`src/rtl/evt_ctr_pkg.sv`:
```
package evt_ctr_pkg;
    // Result of decoding one bus access.
    typedef struct packed {
        logic hit;  // access is legal
        logic lo;   // low half selected
        logic hi;   // high half selected
    } acc_dec_t;
endpackage

```
`src/rtl/evt_ctr_decode.sv`:
```
module evt_ctr_decode
    import evt_ctr_pkg::*;
#(
    parameter int unsigned     AW   = 8,
    parameter logic [AW-1:0]   BASE = 8'hF0
) (
    input  logic [AW-1:0] addr,
    input  logic          size64,
    output acc_dec_t      dec
);
    localparam logic [AW-1:0] HI_OFS = BASE + AW'(4);

    always_comb begin
        dec = '0;
        if (size64) begin
            if (addr == BASE) begin
                dec.hit = 1'b1;
                dec.lo  = 1'b1;
                dec.hi  = 1'b1;
            end
        end else if (addr == BASE) begin
            dec.hit = 1'b1;
            dec.lo  = 1'b1;
        end else if (addr == HI_OFS) begin
            dec.hit = 1'b1;
            dec.hi  = 1'b1;
        end
    end
endmodule

```
`src/rtl/evt_ctr_core.sv`:
```
module evt_ctr_core #(
    parameter int unsigned CW = 64
) (
    input  logic [CW-1:0] cnt_q,
    input  logic          run,
    input  logic          wide,
    input  logic          bump,
    input  logic          ld_lo,
    input  logic          ld_hi,
    input  logic [CW-1:0] wdata,
    output logic [CW-1:0] cnt_d
);
    localparam int unsigned HW = CW / 2;

    always_comb begin
        cnt_d = cnt_q;
        if (!run) begin
            if (ld_lo) cnt_d[HW-1:0] = wdata[HW-1:0];
            if (ld_hi) cnt_d[CW-1:HW] = ld_lo ? wdata[CW-1:HW] : wdata[HW-1:0];
        end else if (bump) begin
            if (wide) cnt_d = cnt_q + CW'(1);
            else      cnt_d[HW-1:0] = cnt_q[HW-1:0] + HW'(1);
        end
    end
endmodule

```
`src/rtl/evt_main_counter.sv`:
```
module evt_main_counter
    import evt_ctr_pkg::*;
#(
    parameter int unsigned   CW   = 64,
    parameter int unsigned   AW   = 8,
    parameter logic [AW-1:0] BASE = 8'hF0
) (
    input  logic          clk,
    input  logic          rst_n,
    input  logic          run_i,
    input  logic          wide_i,
    input  logic          tick_i,
    input  logic          req_valid_i,
    input  logic          req_write_i,
    input  logic          req_size64_i,
    input  logic [AW-1:0] req_addr_i,
    input  logic [CW-1:0] req_wdata_i,
    output logic          rsp_valid_o,
    output logic [CW-1:0] rsp_rdata_o,
    output logic          rsp_err_o,
    output logic          rsp_drop_o
);
    localparam int unsigned HW = CW / 2;

    typedef struct packed {
        logic [CW-1:0] cnt;
        logic          vld;
        logic          err;
        logic          drop;
        logic [CW-1:0] rdata;
    } state_t;

    state_t        st_d, st_q;
    acc_dec_t      dec;
    logic [CW-1:0] cnt_nx;
    logic [CW-1:0] cnt_q;
    logic [CW-1:0] view;
    logic          rd_hit, wr_hit, bump;

    evt_ctr_decode #(.AW(AW), .BASE(BASE)) u_dec (
        .addr   (req_addr_i),
        .size64 (req_size64_i),
        .dec    (dec)
    );

    assign cnt_q  = st_q.cnt;
    assign rd_hit = req_valid_i && dec.hit && !req_write_i;
    assign wr_hit = req_valid_i && dec.hit && req_write_i;
    assign bump   = tick_i || rd_hit;
    assign view   = wide_i ? st_q.cnt : {{HW{1'b0}}, st_q.cnt[HW-1:0]};

    evt_ctr_core #(.CW(CW)) u_core (
        .cnt_q (st_q.cnt),
        .run   (run_i),
        .wide  (wide_i),
        .bump  (bump),
        .ld_lo (wr_hit && dec.lo),
        .ld_hi (wr_hit && dec.hi),
        .wdata (req_wdata_i),
        .cnt_d (cnt_nx)
    );

    always_comb begin
        st_d       = st_q;
        st_d.cnt   = cnt_nx;
        st_d.vld   = req_valid_i;
        st_d.err   = req_valid_i && !dec.hit;
        st_d.drop  = wr_hit && run_i;
        st_d.rdata = '0;
        if (rd_hit) begin
            if (dec.lo && dec.hi) st_d.rdata = view;
            else if (dec.lo)      st_d.rdata = {{HW{1'b0}}, st_q.cnt[HW-1:0]};
            else                  st_d.rdata = {{HW{1'b0}}, view[CW-1:HW]};
        end
    end

    always_ff @(posedge clk or negedge rst_n) begin
        if (!rst_n) st_q <= '0;
        else        st_q <= st_d;
    end

    assign rsp_valid_o = st_q.vld;
    assign rsp_rdata_o = st_q.rdata;
    assign rsp_err_o   = st_q.err;
    assign rsp_drop_o  = st_q.drop;
endmodule

```
`config.mk`:
```
export PLATFORM = sky130hd
export DESIGN_NAME = evt_main_counter
export DESIGN_NICKNAME = d
export VERILOG_FILES = /design/src/rtl/evt_ctr_pkg.sv /design/src/rtl/evt_ctr_decode.sv /design/src/rtl/evt_ctr_core.sv /design/src/rtl/evt_main_counter.sv
export SDC_FILE = /design/constraint.sdc
export NUM_CORES = 1
export LEC_CHECK = 0
export BUFFER_PORTS_ARGS = -buffer_cell sky130_fd_sc_hd__buf_2
export CORE_MARGIN = 3
export CORE_UTILIZATION = 40
export DETAILED_ROUTE_END_ITERATION = 10
export GPL_ROUTABILITY_DRIVEN = 1
export HOLD_SLACK_MARGIN = 0.02
export SYNTH_ARGS = -nofsm -noshare
export SYNTH_HDL_FRONTEND = slang
export SYNTH_SLANG_ARGS = --single-unit
```
`constraint.sdc`:
```
create_clock -name clk -period 4.4 [get_ports clk]
set_input_delay 0 -clock clk [delete_from_list [all_inputs] [get_ports clk]]
set_output_delay 0 -clock clk [all_outputs]
set_load 0.03 [all_outputs]
```
Yosys cells after proc, flatten, opt, wreduce, memory -nomap -nowiden
Cells that the tools add are included.
{ "classes": {"add_sub_neg": 2, "n_eq_ne": 4, "mux": 17, "n_reduce_logical": 15} }
{ "op_table": {"columns": ["cell", "count"], "rows": [
  ["two-way mux 64 bit", 5],
  ["two-way mux 32 bit", 6],
  ["adder 64 x 1 -> 64 bit (second input constant)", 1],
  ["adder 32 x 1 -> 32 bit (second input constant)", 1],
  ["== test 8 bit (second input constant)", 2],
  ["logical AND 1 bit", 8],
  ["two-way mux 3 bit", 2],
  ["two-way mux 1 bit", 4],
  ["!= test 2 x 1 -> 1 bit (second input constant)", 2],
  ["nonzero test 2 bit", 2],
  ["AND reduction 3 bit", 1],
  ["zero test 1 bit", 2],
  ["AND reduction 2 bit", 1],
  ["logical OR 1 bit", 1]
]} }
{ "totals": {"register_bits": 131, "wordCells": 44} }

Logic depth before layout (Yosys ltp)
{ "logic_depth": {"ltp_word": 10, "mapped_depth": 8, "depth_no_buf": 7} }

By module
Synthesis repeated with hierarchy kept, for this count alone.
{ "hier_totals": {"cells_unflattened": 808, "area_unflattened_um2": 7415.9} }
{ "by_module_without_submodules": {"columns": ["module", "n_inst", "cells_each", "area_per_inst_um2", "seq_area_each_um2"], "rows": [
  ["evt_main_counter", 1, 324, 4468.0, 3278.1],
  ["evt_ctr_core", 1, 478, 2904.0, 0.0],
  ["evt_ctr_decode", 1, 6, 43.8, 0.0]
]} }

Worst setup path before layout
No wires, ideal clock.
{ "synth_timing": {"path_kind": "reg-to-reg", "from": "register st_q (netlist bit cnt_q[0])", "to": "register st_q (netlist bit cnt_q[36])", "setup_time_ns": 0.126, "arrival_ns": 1.957, "path_slack_ns": 2.318, "path_stages_with_launch": 8, "path_buffers": 0, "synth_period_minus_slack_ns": 2.082, "cell_sequence": "dfrtp_1 ha_1 nand4_1 nor3_2 nand3_1 or4_1 o21ai_0 a21oi_1"} }
{ "synth_between": {"elab_chain_cells": 4} }
{ "synth_lines": {"columns": ["item", "line", "rtl"], "rows": [
  ["start, declared", "evt_main_counter.sv:33", "state_t st_d, st_q;"],
  ["start signal, assigned", "evt_main_counter.sv:79", "else st_q <= st_d;"],
  ["adder 64 x 1 -> 64 bit", "evt_ctr_core.sv:21", "if (wide) cnt_d = cnt_q + CW'(1);"],
  ["two-way mux 32 bit", "evt_ctr_core.sv:21", null],
  ["two-way mux 64 bit", "evt_ctr_core.sv:20", "end else if (bump) begin"],
  ["two-way mux 64 bit", "evt_ctr_core.sv:17", "if (!run) begin"]
]} }
Every way passes these cells. The select of a mux whose other input is x is not followed.
A chain may end at the register's enable or synchronous reset.

Worst setup path after layout
{ "layout_timing": {"from": "register st_q (netlist bit cnt_q[3])", "to": "register st_q (netlist bit cnt_q[57])"} }
The elaborated chain is that of the path after synthesis.

==> results.cfg <==
[sta]
tightest_slew_ns = 0.972
setup_violations = 0
period_share_pct = 74.3
finalHoldViolations = 0
clock_skew_ns = 0.00773
period_needed_ns = 3.27
fin_tns_setup_ns = 0
whs_ns = 0.0185
max_slew_margin_pct = 35.0
max_freq_mhz = 306
slew_violations = 0
fin_ws_ns = 1.13
rsz0062_at_grt = no

[placement]
numPortBuffers = 146
preCtsSetupSlack_ns = 1.36
place.detailed.hpwl_um = 16100
globalplace.congestion = 0.895

[critical_path]
r2r-start = cnt_q[3]$_DFFE_PN0P_
r2r_cells = 6
cp_top_family = simple AND/OR/NAND/NOR gates
rrSetupSlack_ns = 1.13
path_class = reg -> reg
worstPathRequired_ns = 4.66
arrival_ns = 3.53
path_buf_inv = 0
cpPeakStageDelay_ns = 0.77
worstReg2RegEnd = cnt_q[57]$_DFFE_PN0P_
slowest_stage = nor4_2
endpoint_kind = register
cp.depth = 6
crit_path_start_kind = register
cp_cell_sequence = nand3_1 > nor4_2 > nand4_1 > or3_1 > o21ai_0 > a21oi_1
cp_max_fo = 12

[clocking]
cts.sinks = 131
h-tree-depth = 4
clkLatencyLatePin_ns = 0.42
root_buffer = clkbuf_16
cts_resized = 0
cts_tree = yes
clk_pin_slew_ns = 0.06
clockBufferDepth = 2
cts_buffers = 17

[drt]
routed_wirelength_um = 24400
drtIter0Drc = 931
vias_per_cell = 5.90
num_vias = 7143
dr.pass1.iters = 6
drc = 0
drtAntennaViolNets = 0
wl_per_cell_um = 20.2

[run_status]
outcome = finished, final reports clean

[min_path]
hold_path_depth = 3
hp-class = in -> reg
hp-start = req_wdata_i[35]
min_to = cnt_q[35]$_DFFE_PN0P_

[synthesis]
yosysSeqAreaShare_pct = 46.1
synth_top_cell_by_area = dfrtp_1
postSynth.asyncResetShare_pct = 100
synthCells = 820
synth_top_area_share_pct = 46.1
yosys_warnings = 0
yosysUniqueCellTypes = 60
ys_seq_elements = 131
synth_top_flop_cell = dfrtp_1
synth_area_per_cell_um2 = 8.67
synth_fp_nets = 901
synth_edf_count = 0
synthTopCellsByArea = dfrtp_1 46%, a21oi_1 8.4%, nand2_1 5.4%, nand3_1 5.1%, mux2_2 3.5%
syn_area_mm2 = 0.00711

[final_layout]
final_nets = 1053
syn_to_final_growth_pct = 26.1
drive_gt1_share_pct = 23.0
insertedDiodeCount = 0
seqCellArea_mm2 = 0.00328
layout_commonest_cell = buf_2
multi_input_area_mm2 = 0.00351
final_cell_mix = 144 x buf_2, 131 x dfrtp_1, 119 x a21oi_1
nFillCells = 1662

[power]
pwr-share-seq_pct = 43.6
peakVddDrop_v = 0.000286
p_per_area_mw_per_mm2 = 377
p_sw_uw = 987
power_leakage_uw = 0.00392
intPower_uw = 2390
p_comb_share_pct = 12.8
clockPowerShare_pct = 43.6
sw_frac_of_total_pct = 29.3

[floorplanning]
die-area_mm2 = 0.0194
die_h_um = 139
die_w_um = 139
fp.coreArea_mm2 = 0.0174
num_rows = 48
initial_core_util_pct = 40.9
pin_count = 147

[global_routing]
grt_start_max_net_pins = 73
grt_pass1_vias = 6562
grt_pass1_wl_um = 38200
antenna_found_initial = 0
overflow = 0
grt_usage_pct = 24.8

[flow_run]
drv_cap = 0
## area by class of cell
cell class                      count  share of cell area [%]
Clock inverter                     13                    1.76
Inverter                           12                   0.503
Sequential cell                   131                    36.6
Tap cell                          225                    3.14
Multi-Input combinational cell    612                    39.2
Timing Repair Buffer              198                    13.7
Clock buffer                       19                    5.06
## cell usage after synthesis, drive strengths merged (2+ instances only)
| library cell | number |
|---|---|
| a211oi | 8 |
| a21o | 2 |
| a21oi | 119 |
| a31oi | 6 |
| a32o | 2 |
| and2 | 30 |
| and3 | 11 |
| and4 | 3 |
| buf | 25 |
| clkbuf | 40 |
| dfrtp | 131 |
| inv | 12 |
| mux2 | 22 |
| mux2i | 10 |
| nand2 | 104 |
| nand2b | 4 |
| nand3 | 72 |
| nand4 | 25 |
| nor2 | 33 |
| nor3 | 16 |
| nor4 | 21 |
| o21ai | 49 |
| o22a | 4 |
| o22ai | 26 |
| o2bb2a | 5 |
| o31ai | 4 |
| o32ai | 4 |
| or2 | 4 |
| or3 | 7 |
| or4 | 3 |
## sequential cells by signal, summed over array words and instances (netlist names)
signal and count:
rsp_err_o 1, cnt_q 64, rsp_rdata_o 64, rsp_valid_o 1, rsp_drop_o 1
## worst reg2reg max path: stages (launching register included)
cell and delay [ns]:
dfrtp_1 0.43, nand3_1 0.38, nor4_2 0.77, nand4_1 0.76
or3_1 0.58, o21ai_0 0.09, a21oi_1 0.09
## worst max-delay path by stage
stage / from / slack [ns] / endpoint
4_1_cts: cnt_q[3]$_DFFE_PN0P_ / 1.32 / cnt_q[57]$_DFFE_PN0P_
5_1_grt: cnt_q[3]$_DFFE_PN0P_ / 1.00 / cnt_q[57]$_DFFE_PN0P_
6_report: cnt_q[3]$_DFFE_PN0P_ / 1.13 / cnt_q[57]$_DFFE_PN0P_
3_5_place_dp: cnt_q[3]$_DFFE_PN0P_ / 1.36 / cnt_q[57]$_DFFE_PN0P_
3_3_place_gp: cnt_q[3]$_DFFE_PN0P_ / 1.51 / cnt_q[57]$_DFFE_PN0P_
2_1_floorplan: cnt_q[0]$_DFFE_PN0P_ / 2.32 / cnt_q[36]$_DFFE_PN0P_
## metrics by stage
step / cells / util [%] / total power, uW / cell area [um2]
global placement: 1137 / 45.7 / 1880 / 7940
detailed placement: 1137 / 45.7 / 1880 / 7940
global route: 1210 / 51.6 / 3500 / 8960
finish: 1210 / 51.6 / 3370 / 8960
floorplan: 820 / - / 1690 / 7110
CTS: 1210 / 51.6 / 3380 / 8960
## per-layer routing
metal	share of wire, %	vias up	wire length, um	global-route usage (%)
li1	-	3316	-	-
met1	45	3380	11000	36.6
met2	44	396	10700	36.6
met3	8.8	51	2150	4.16
met4	2.4	0	575	9.32
met5	0	-	0	0
## power groups by stage
| stage | logic, uW | clock network, uW | registers (uW) |
|---|---|---|---|
| 6_report | 431 | 1470 | 1470 |
| 5_1_grt | 483 | 1530 | 1490 |
| 3_3_place_gp | 393 | 0 | 1480 |
| 2_1_floorplan | 294 | 0 | 1400 |
| 4_1_cts | 427 | 1490 | 1460 |
| 3_5_place_dp | 396 | 0 | 1480 |
## repair_timing
action	in CTS	in global routing
setup buffers	0	0
endpoints found under the setup margin	0	0
hold buffers	41	0
endpoints found under the hold margin	100	0
## cells by family after synthesis
| kind of cell | synth area share (%) |
|---|---|
| adders and majority gates | 0.176 |
| buffers and inverters | 4.52 |
| DFF | 46.1 |
| muxes | 4.89 |
| AOI/OAI and AO/OA | 19.5 |
| and+or+nand+nor | 24.6 |
| xor gates and xnor gates | 0.123 |
Note: power is estimated with default switching activity, not from simulation.
